`src/rtl/tdm_rx_pkg.sv`:
```
package tdm_rx_pkg;
  localparam int NUM_SLOTS = 32;
  localparam int BYTE_W    = 8;
  localparam int OFF_LO_W  = 6;
  localparam int OFF_W     = OFF_LO_W + 1;
  localparam int SLOT_W    = $clog2(NUM_SLOTS);
  localparam int BIT_W     = $clog2(BYTE_W);

  typedef struct packed {
    logic [NUM_SLOTS-1:0] sel;
    logic [OFF_W-1:0]     off;
    logic                 dbl;
  } cfg_t;
endpackage

```
`src/rtl/tdm_rx_cfg.sv`:
```
module tdm_rx_cfg
  import tdm_rx_pkg::*;
(
  input  logic clk_i,
  input  logic rst_ni,
  input  logic we_i,
  input  cfg_t wr_i,
  input  logic fs_i,
  output cfg_t act_o
);
  cfg_t shadow_q, act_q;

  always_ff @(posedge clk_i or negedge rst_ni) begin
    if (!rst_ni) begin
      shadow_q <= '0;
      act_q    <= '0;
    end else begin
      if (we_i) shadow_q <= wr_i;
      // a write coincident with sync applies to the frame it starts
      if (fs_i) act_q <= we_i ? wr_i : shadow_q;
    end
  end

  assign act_o = act_q;

  assert_hold_until_fs_R9: assert property (@(posedge clk_i) disable iff (!rst_ni)
    !fs_i |=> $stable(act_q));
endmodule

```
`src/rtl/tdm_rx_bit_timer.sv`:
```
module tdm_rx_bit_timer (
  input  logic clk_i,
  input  logic rst_ni,
  input  logic fs_i,
  input  logic dbl_i,
  output logic sample_o
);
  logic phase_q;

  always_ff @(posedge clk_i or negedge rst_ni) begin
    if (!rst_ni)   phase_q <= 1'b0;
    else if (fs_i) phase_q <= 1'b0;
    else           phase_q <= ~phase_q;
  end

  // double rate: sample on the second cycle of each bit window
  assign sample_o = !fs_i && (!dbl_i || phase_q);

  assert_dbl_spacing_R6: assert property (@(posedge clk_i) disable iff (!rst_ni)
    (dbl_i && sample_o) |=> !sample_o);
endmodule

```
`src/rtl/tdm_rx_slot_asm.sv`:
```
module tdm_rx_slot_asm
  import tdm_rx_pkg::*;
(
  input  logic              clk_i,
  input  logic              rst_ni,
  input  logic              fs_i,
  input  logic              sample_i,
  input  cfg_t              cfg_i,
  input  logic              pri_i,
  input  logic              sec_i,
  output logic [BYTE_W-1:0] byte_o,
  output logic [SLOT_W-1:0] slot_o,
  output logic              valid_o
);
  logic              run_q;
  logic [BIT_W-1:0]  bit_q;
  logic [OFF_W-1:0]  skip_q;
  logic [SLOT_W-1:0] slot_q;
  logic [BYTE_W-1:0] shreg_q;
  logic              live, din, last_bit;

  assign live     = run_q && (skip_q == cfg_i.off);
  assign din      = cfg_i.sel[slot_q] ? sec_i : pri_i;
  assign last_bit = (bit_q == BIT_W'(BYTE_W-1));

  always_ff @(posedge clk_i or negedge rst_ni) begin
    if (!rst_ni) begin
      run_q   <= 1'b0;
      bit_q   <= '0;
      skip_q  <= '0;
      slot_q  <= '0;
      shreg_q <= '0;
      byte_o  <= '0;
      slot_o  <= '0;
      valid_o <= 1'b0;
    end else begin
      valid_o <= 1'b0;
      if (fs_i) begin
        run_q  <= 1'b1;
        bit_q  <= '0;
        skip_q <= '0;
        slot_q <= '0;
      end else if (sample_i && run_q) begin
        bit_q <= bit_q + BIT_W'(1);
        if (!live) begin
          if (last_bit) skip_q <= skip_q + OFF_W'(1);
        end else begin
          shreg_q <= {shreg_q[BYTE_W-2:0], din};
          if (last_bit) begin
            byte_o  <= {shreg_q[BYTE_W-2:0], din};
            slot_o  <= slot_q;
            valid_o <= 1'b1;
            slot_q  <= slot_q + SLOT_W'(1);
            if (slot_q == SLOT_W'(NUM_SLOTS-1)) run_q <= 1'b0;
          end
        end
      end
    end
  end

  // checker state: slot number expected on the next valid byte
  logic [SLOT_W-1:0] chk_next_q;
  always_ff @(posedge clk_i or negedge rst_ni) begin
    if (!rst_ni)      chk_next_q <= '0;
    else if (fs_i)    chk_next_q <= '0;
    else if (valid_o) chk_next_q <= slot_o + SLOT_W'(1);
  end

  assert_slot_order_R1: assert property (@(posedge clk_i) disable iff (!rst_ni)
    valid_o |-> (slot_o == chk_next_q));
  assert_valid_pulse_R7: assert property (@(posedge clk_i) disable iff (!rst_ni)
    valid_o |=> !valid_o);
  assert_no_out_after_fs_R8: assert property (@(posedge clk_i) disable iff (!rst_ni)
    fs_i |=> !valid_o);
endmodule

```
`src/rtl/tdm_rx_aligner.sv`:
```
module tdm_rx_aligner
  import tdm_rx_pkg::*;
(
  input  logic                 clk_i,
  input  logic                 rst_ni,
  input  logic                 fs_i,
  input  logic                 pri_i,
  input  logic                 sec_i,
  input  logic                 cfg_we_i,
  input  logic [NUM_SLOTS-1:0] cfg_sel_i,
  input  logic [OFF_LO_W-1:0]  cfg_off_lo_i,
  input  logic                 cfg_off_hi_i,
  input  logic                 cfg_dbl_i,
  output logic [BYTE_W-1:0]    byte_o,
  output logic [SLOT_W-1:0]    slot_o,
  output logic                 valid_o
);
  cfg_t wr_cfg, act_cfg;
  logic sample;

  assign wr_cfg.sel = cfg_sel_i;
  assign wr_cfg.off = {cfg_off_hi_i, cfg_off_lo_i};
  assign wr_cfg.dbl = cfg_dbl_i;

  tdm_rx_cfg u_cfg (
    .clk_i  (clk_i),
    .rst_ni (rst_ni),
    .we_i   (cfg_we_i),
    .wr_i   (wr_cfg),
    .fs_i   (fs_i),
    .act_o  (act_cfg)
  );

  tdm_rx_bit_timer u_timer (
    .clk_i    (clk_i),
    .rst_ni   (rst_ni),
    .fs_i     (fs_i),
    .dbl_i    (act_cfg.dbl),
    .sample_o (sample)
  );

  tdm_rx_slot_asm u_asm (
    .clk_i    (clk_i),
    .rst_ni   (rst_ni),
    .fs_i     (fs_i),
    .sample_i (sample),
    .cfg_i    (act_cfg),
    .pri_i    (pri_i),
    .sec_i    (sec_i),
    .byte_o   (byte_o),
    .slot_o   (slot_o),
    .valid_o  (valid_o)
  );
endmodule

```
`config.mk`:
```
export PLATFORM = sky130hd
export DESIGN_NAME = tdm_rx_aligner
export DESIGN_NICKNAME = d
export VERILOG_FILES = /design/src/rtl/tdm_rx_pkg.sv /design/src/rtl/tdm_rx_cfg.sv /design/src/rtl/tdm_rx_bit_timer.sv /design/src/rtl/tdm_rx_slot_asm.sv /design/src/rtl/tdm_rx_aligner.sv
export SDC_FILE = /design/constraint.sdc
export NUM_CORES = 1
export LEC_CHECK = 0
export CAP_MARGIN = 10
export CORE_AREA = 2 2 112 93
export CTS_CLUSTER_DIAMETER = 120
export CTS_CLUSTER_SIZE = 16
export DETAILED_ROUTE_END_ITERATION = 8
export DIE_AREA = 0 0 114 95
export GPL_ROUTABILITY_DRIVEN = 0
export HOLD_SLACK_MARGIN = 0.02
export PLACE_DENSITY = 0.87
export SETUP_SLACK_MARGIN = 0.02
export SLEW_MARGIN = 10
export SYNTH_ARGS = -nofsm -noshare
export SYNTH_HDL_FRONTEND = slang
export SYNTH_HIERARCHICAL = 1
export SYNTH_SLANG_ARGS = --single-unit
export TNS_END_PERCENT = 1
```
`constraint.sdc`:
```
create_clock -name clk_i -period 4.5 [get_ports clk_i]
set_input_delay 0.9 -clock clk_i [delete_from_list [all_inputs] [get_ports clk_i]]
set_output_delay 0.9 -clock clk_i [all_outputs]
set_load 0.05 [all_outputs]
```
==> reports/results.txt, run 1 <==
Post-route DRC violation count: 0
Row count: 33
Worst Setup Path Type: in -> reg
Detailed Routing Iterations Pass 1: 4
Worst Tran Pin Value: 1.130 ns
Area delta synth->final: 23.04%
Syn Std Cell Area: 5414 um^2
Critical Path AT: 2.89 ns
Hold-fix buffers at CTS: 0
Placeable Area: 9827 um^2
Final Max Tran Viols: 0
CTS max path bufs: 2
Crit Path Max Fanout: 16
Final net count: 462
Top cells by area, synth: dfrtp_1 (55%), mux2_4 (24%), mux2_2 (3.3%)
Yosys warnings: 6
Die Y: 95 um
Placed cell count: 514
Outcome: complete, no violations
Vias in the first global route: 3234
Hold Path Class: reg -> reg
Number of setup buffers added after CTS: 0
Fin. Hold Viols: 0
Post-synthesis mux area share: 30.18%
Ports: 60
IR drop worst, VDD: 357.2 uV
Starting Density: 55.09%
Via density: 5.474
H-tree depth: 4
Xor/xnor share of the synthesized area: 2.727%
Total CTS buffers: 17
Relative slew margins: 24.11%
# port buffers: 59
Register bit total from synthesis: 118
Initial antenna violation count: 0
Post-synth top area share: 54.54%
Post-synth EDFFs: 0
Grt ovf: 0
# clock sinks: 118
Count leader, synth: dfrtp_1
Cell taking the most area after synthesis: dfrtp_1
Largest net degree at the start of global routing: 77
Mapped Nets: 395
Final cycle utilization of the critical path: 57.66%
Fmax: 0.3854 GHz
Hpwl dp: 6429 um
Clock Tree Root: clkbuf_16
Final WS setup: 1.905 ns
Worst skew pair latency: 0.42 ns
Crit end category: flop
Fin Setup TNS: 0 ns
Mean area per synthesized cell: 15.74 um^2
Drt wl/cell: 18.33 um
Top cells by count, synth: dfrtp_1 (118), mux2_4 (86), mux2_2 (16)
Place WS: 1.496 ns
Dominant synthesized flop cell: dfrtp_1
Max Cap Viol: 0
Drt first-iter violations: 155
Fraction of layout cells with a size suffix above 1: 36.49%
Synth Area in Simple Gates: 6.771%
Post-Synth Adder-Cell Area: 1.156%
Non-Filler Instances: 544
Clock slew at reported path FFs: 0.05 ns
Startpoint Class: primary input
First-pass GRT wire length: 16910 um
Routed WL: 9970 um
Post-layout util: 67.79%
Syn Inst Count: 344
Die ar.: 10830 um^2
Final hold slack: 0.4189 ns
Min cycle time layout: 2.595 ns
Synth async-reset ratio: 100.0%
Post-cts resize count: 0
Seq/Total Area, Yosys: 54.54%
Leakage: 3.063 nW
DIE WIDTH: 114 um
Worst EP required: 4.80 ns
Clock skew: 0.01366 ns
Largest family of logic cells by synthesized area: multiplexers
TritonCTS clock tree: done
RSZ-0062 raised after global routing: false
Overall track demand over capacity in global routing: 20.83%
Post-synthesis compound-gate area fraction: 2.565%
Ant. Diodes: 0
Pwr dens: 429.1 nW/um^2
Post-synth cell types: 44
Final setup fails: 0
DRT antenna net count: 0
DR vias: 2978
## layer usage
layer | routed length, um | track usage [%] | up-vias
met5 | 0 | 0 | -
met3 | 398 | 6.290 | 9
li1 | - | - | 1373
met1 | 4736 | 28.13 | 1528
met2 | 4754 | 32.59 | 68
met4 | 81 | 6.809 | 0
## cells by family (layout without fill, tap and decap cells)
family                     Yosys count  after routing
AOI/OAI and AO/OA                   18             18
and+or+nand+nor                     58             58
adders and majority gates            5              5
muxes                              112            112
DFF                                118            118
xor gates and xnor gates            16             16
buffers and inverters               17             95
## cells in the final DEF (no fill, tap or decap), drive strengths merged, types with 3 or more instances in the layout
| master | count |
|---|---|
| nor4 | 3 |
| nand2b | 3 |
| mux2 | 102 |
| o211ai | 5 |
| nor2 | 14 |
| mux2i | 5 |
| bufinv | 3 |
| clkinv | 5 |
| mux4 | 5 |
| ha | 5 |
| buf | 8 |
| clkdlybuf4s50 | 56 |
| a21oi | 4 |
| nand2 | 8 |
| nand3 | 8 |
| dfrtp | 118 |
| xnor2 | 10 |
| and3 | 4 |
| xor2 | 6 |
| clkbuf | 20 |
| nand4 | 5 |
## final cells by class
cell class                      count  area [um^2]
Multi-Input combinational cell    209         2350
Tap cell                          122        152.6
Inverter                            1        3.754
Timing Repair Buffer               64        615.6
Sequential cell                   118         2953
Fill cell                         670         3166
Clock inverter                     10        130.1
Clock buffer                       20        456.7
## metrics by stage
step	total power [W]	instance area, um^2
2_1_floorplan	0.001428	5414
3_3_place_gp	0.001520	6075
3_5_place_dp	0.001536	6075
4_1_cts	0.002884	6661
5_1_grt	0.002970	6661
6_report	0.002858	6661
## path summary, 6_finish.rpt
kind | from | endpoint | slack (ns) | cells after the start
min | u_timer/phase_q$_DFF_PN0_ | u_timer/phase_q$_DFF_PN0_ | 0.42 | 1
min in group asynchronous | rst_ni | u_cfg/shadow_q[20]$_DFF_PN0_ | 0.62 | 1
max reg2reg | u_cfg/act_o[7]$_DFFE_PN0P_ | u_asm/byte_o[5]$_DFFE_PN0P_ | 2.03 | 4
max in group asynchronous | rst_ni | u_asm/skip_q[4]$_DFFE_PN0P_ | 3.02 | 2
max | fs_i | u_asm/byte_o[5]$_DFFE_PN0P_ | 1.91 | 5
min reg2reg | u_timer/phase_q$_DFF_PN0_ | u_timer/phase_q$_DFF_PN0_ | 0.42 | 1
## power breakdown
group          internal (W)  switching (W)
Clock              0.000886       0.000453
Sequential          0.00116      0.0000478
Combinational      0.000195       0.000120
## critical path, stage by stage
cell	delay, ns
buf_2	0.12
a21oi_2	0.18
nand3_1	0.24
nor4_4	1.02
mux2_2	0.42
## flip-flops by register name, indices dropped and copies added, names as in the netlist
name	cells
u_asm/bit_q	3
u_asm/slot_o	5
u_timer/phase_q	1
u_asm/slot_q	5
u_asm/shreg_q	7
u_asm/run_q	1
u_cfg/shadow_q	40
u_asm/valid_o	1
u_asm/byte_o	8
u_asm/skip_q	7
u_cfg/act_o	40
Power figures use the tool's default switching activity.
==> run 2: changes to the inputs <==
--- a/config.mk
+++ b/config.mk
@@ -6,11 +6,11 @@
 export NUM_CORES = 1
 export LEC_CHECK = 0
 export CAP_MARGIN = 10
-export CORE_AREA = 2 2 112 93
+export CORE_AREA = 2 2 113 93
 export CTS_CLUSTER_DIAMETER = 120
 export CTS_CLUSTER_SIZE = 16
 export DETAILED_ROUTE_END_ITERATION = 8
-export DIE_AREA = 0 0 114 95
+export DIE_AREA = 0 0 115 95
 export GPL_ROUTABILITY_DRIVEN = 0
 export HOLD_SLACK_MARGIN = 0.02
 export PLACE_DENSITY = 0.87
==> constraint.sdc (replaced) <==
create_clock -name clk_i -period 2.5 [get_ports clk_i]
set_input_delay 0.5 -clock clk_i [delete_from_list [all_inputs] [get_ports clk_i]]
set_output_delay 0.5 -clock clk_i [all_outputs]
set_load 0.05 [all_outputs]
==> run 2 against run 1 <==
  * Via count rose by 2.6%
  * Cell count rose by 1.1%
  * First-iteration DRC count rose by 12%
  * Non-clock buffer count rose by 4
  * Global-route usage rose by 0.40 points
  * Clock skew fell by 0.0075 ns
  * Combinational power rose by 84%
  * Power rose by 90%
  * Sequential power rose by 81%
  * Sequential share of layout area fell by 0.82 points
  * Sequential cell count did not move
  * Critical path type is now reg -> out
  * Largest cell class unchanged
==> reports/results.txt, run 2 (synthesized netlist as in run 1, its figures left out) <==
DR vias: 3054 (was 2978)
Ant. Diodes: 0 (unchanged)
Worst Tran Pin Value: 0.6210 ns (was 1.130 ns)
Filler cell count: 653 (was 670)
CP Depth: 1 (was 5)
Initial antenna violation count: 0 (unchanged)
TritonCTS clock tree: done (unchanged)
Pwr dens: 799.4 nW/um^2 (was 429.1 nW/um^2)
Relative slew margins: 58.60% (was 24.11%)
Top Family by Delay on Critical Path: buffers and inverters (was simple AND/OR/NAND/NOR gates)
Vias in the first global route: 3454 (was 3234)
Number of setup buffers added after CTS: 0 (unchanged)
Clock Tree Root: clkbuf_16 (unchanged)
Starting Density: 54.63% (was 55.09%)
Startpoint Class: flop (was primary input)
Grt ovf: 0 (unchanged)
Final Max Tran Viols: 0 (unchanged)
Total CTS buffers: 17 (unchanged)
IR drop worst, VDD: 503.6 uV (was 357.2 uV)
H-tree depth: 4 (unchanged)
Cell-internal power: 0.004262 W (was 0.002238 W)
Drt wl/cell: 18.81 um (was 18.33 um)
R2R cell count: 6 (was 4)
Slowest-stage cell, CP: clkdlybuf4s50_1 (was nor4_4)
Post-route DRC violation count: 0 (unchanged)
Die ar.: 10930 um^2 (was 10830 um^2)
Fmax: 0.4786 GHz
Critical Path, Cell by Cell: clkdlybuf4s50_1 (was buf_2 > a21oi_2 > nand3_1 > nor4_4 > mux2_2)
Area delta synth->final: 25.35% (was 23.04%)
Min cycle time layout: 2.089 ns
Die Y: 95 um (unchanged)
Routed WL: 10350 um (was 9970 um)
Worst EP required: 2.00 ns (was 4.80 ns)
Crit end category: primary output (was flop)
Clock Power Share: 49.4% (was 46.8%)
DRT antenna net count: 0 (unchanged)
Final cycle utilization of the critical path: 83.57%
Via density: 5.553 (was 5.474)
Post-cts resize count: 0 (unchanged)
Crit Path Max Fanout: 2 (was 16)
Hpwl dp: 6523 um (was 6429 um)
Max incr delay on CP: 0.81 ns (was 1.02 ns)
Outcome: complete, no violations (unchanged)
Final net count: 466 (was 462)
Power share of the combinational group: 10.7% (was 11.0%)
Clock slew at reported path FFs: 0.05 ns (about the same)
Ports: 60 (unchanged)
Commonest non-fill, non-tap cells in the layout: dfrtp_1 (118), mux2_4 (86), clkdlybuf4s50_1 (56) (unchanged)
Max Cap Viol: 0 (unchanged)
Placeable Area: 9910 um^2 (was 9827 um^2)
Sw Pwr: 0.001163 W (was 0.0006202 W)
Total power draw: 0.005425 W (was 0.002858 W)
Sequential share of power: 40.0% (was 42.1%)
Multi-input gate area in the final layout: 2350 um^2 (unchanged)
# port buffers: 59 (unchanged)
Fraction of layout cells with a size suffix above 1: 37.15% (was 36.49%)
Fin Setup TNS: 0 ns (unchanged)
CTS max path bufs: 2 (unchanged)
Critical Path AT: 1.59 ns (was 2.89 ns)
Overall track demand over capacity in global routing: 21.23% (was 20.83%)
Worst Setup Path Type: reg -> out (was in -> reg)
# clock sinks: 118 (unchanged)
Hold Path Class: in -> async (was reg -> reg)
Detailed Routing Iterations Pass 1: 4 (unchanged)
Buf+Inv Stages, Crit Path: 1 (unchanged)
Drt first-iter violations: 173 (was 155)
Hold-fix buffers at CTS: 0 (unchanged)
Final setup fails: 0 (unchanged)
Fin. Hold Viols: 0 (unchanged)
Clock skew: 0.006188 ns (was 0.01366 ns)
Row count: 33 (unchanged)
Most common cell after layout, fill and taps aside: dfrtp_1 (unchanged)
First-pass GRT wire length: 17440 um (was 16910 um)
Leakage: 3.120 nW (was 3.063 nW)
DIE WIDTH: 115 um (was 114 um)
Reg area: 2953 um^2 (unchanged)
RSZ-0062 raised after global routing: false (unchanged)
Sw Ratio: 21.43% (was 21.70%)
Worst skew pair latency: 0.41 ns (was 0.42 ns)
Largest net degree at the start of global routing: 49 (was 77)
-- run 2: changes by cell type in the layout (fill, tap and decap cells not counted) --
cell	previous run	this run
clkbuf_1	1	2
clkinv_2	5	1
buf_12	0	2
bufinv_16	3	5
inv_6	0	1
clkinv_4	0	2
buf_4	6	8
-- run 2: cell type report --
| class | instances | area share (%) |
|---|---|---|
| clock inverters | 11 | 2.895 |
| multi-input cells | 209 | 34.62 |
| flip-flops and latches | 118 | 43.51 |
| clock buffers | 21 | 6.785 |
| repair buffers | 68 | 9.882 |
| well taps | 122 | 2.249 |
| inverters | 1 | 0.05531 |
-- run 2: final timing paths --
| path | to | slack, ns | from |
|---|---|---|---|
| max reg2reg | u_asm/shreg_q[0]$_DFFE_PN0P_ | 0.44 | u_asm/slot_q[1]$_DFFE_PN0P_ |
| min reg2reg | u_timer/phase_q$_DFF_PN0_ | 0.42 | u_timer/phase_q$_DFF_PN0_ |
| max | slot_o[0] | 0.41 | u_asm/slot_o[0]$_DFFE_PN0P_ |
| max in group asynchronous | u_asm/slot_o[0]$_DFFE_PN0P_ | 1.66 | rst_ni |
| min | u_cfg/act_o[13]$_DFFE_PN0P_ | 0.11 | rst_ni |
| min in group clk_i | u_timer/phase_q$_DFF_PN0_ | 0.42 | u_timer/phase_q$_DFF_PN0_ |
-- run 2: metal layers --
layer	up-vias	track usage, %	share of wire [%]
li1	1394	-	-
met1	1549	27.66	45
met2	86	33.53	48
met3	25	5.969	5.0
met4	0	9.237	2.1
met5	-	0	0
-- run 2: worst register-to-register path, cell delays in order (launching register included) --
cell,delay [ns]
dfrtp_1,0.57
buf_4,0.27
mux2_2,0.37
a221oi_2,0.29
and4_1,0.26
o211ai_1,0.11
nand3_1,0.13
-- run 2: power by group through the flow --
stage          sequential, W  clock [W]  combinational, W
3_3_place_gp         0.00219          0          0.000555
5_1_grt              0.00219    0.00282          0.000623
4_1_cts              0.00217    0.00272          0.000584
6_report             0.00217    0.00268          0.000580
3_5_place_dp         0.00220          0          0.000572
2_1_floorplan        0.00217          0          0.000403
-- run 2: stage by stage --
stage	instance area [um^2]	hold slack, ns	worst slack [ns]	instances	util, %
floorplan	5414	0.2044	0.5452	344	-
global placement	6130	0.4099	0.4469	518	61.86
detailed placement	6130	0.4117	0.3684	518	61.86
CTS	6787	0.1108	0.3744	550	68.48
global route	6787	0.1492	0.2850	550	68.48
finish	6787	0.1054	0.4108	550	68.48
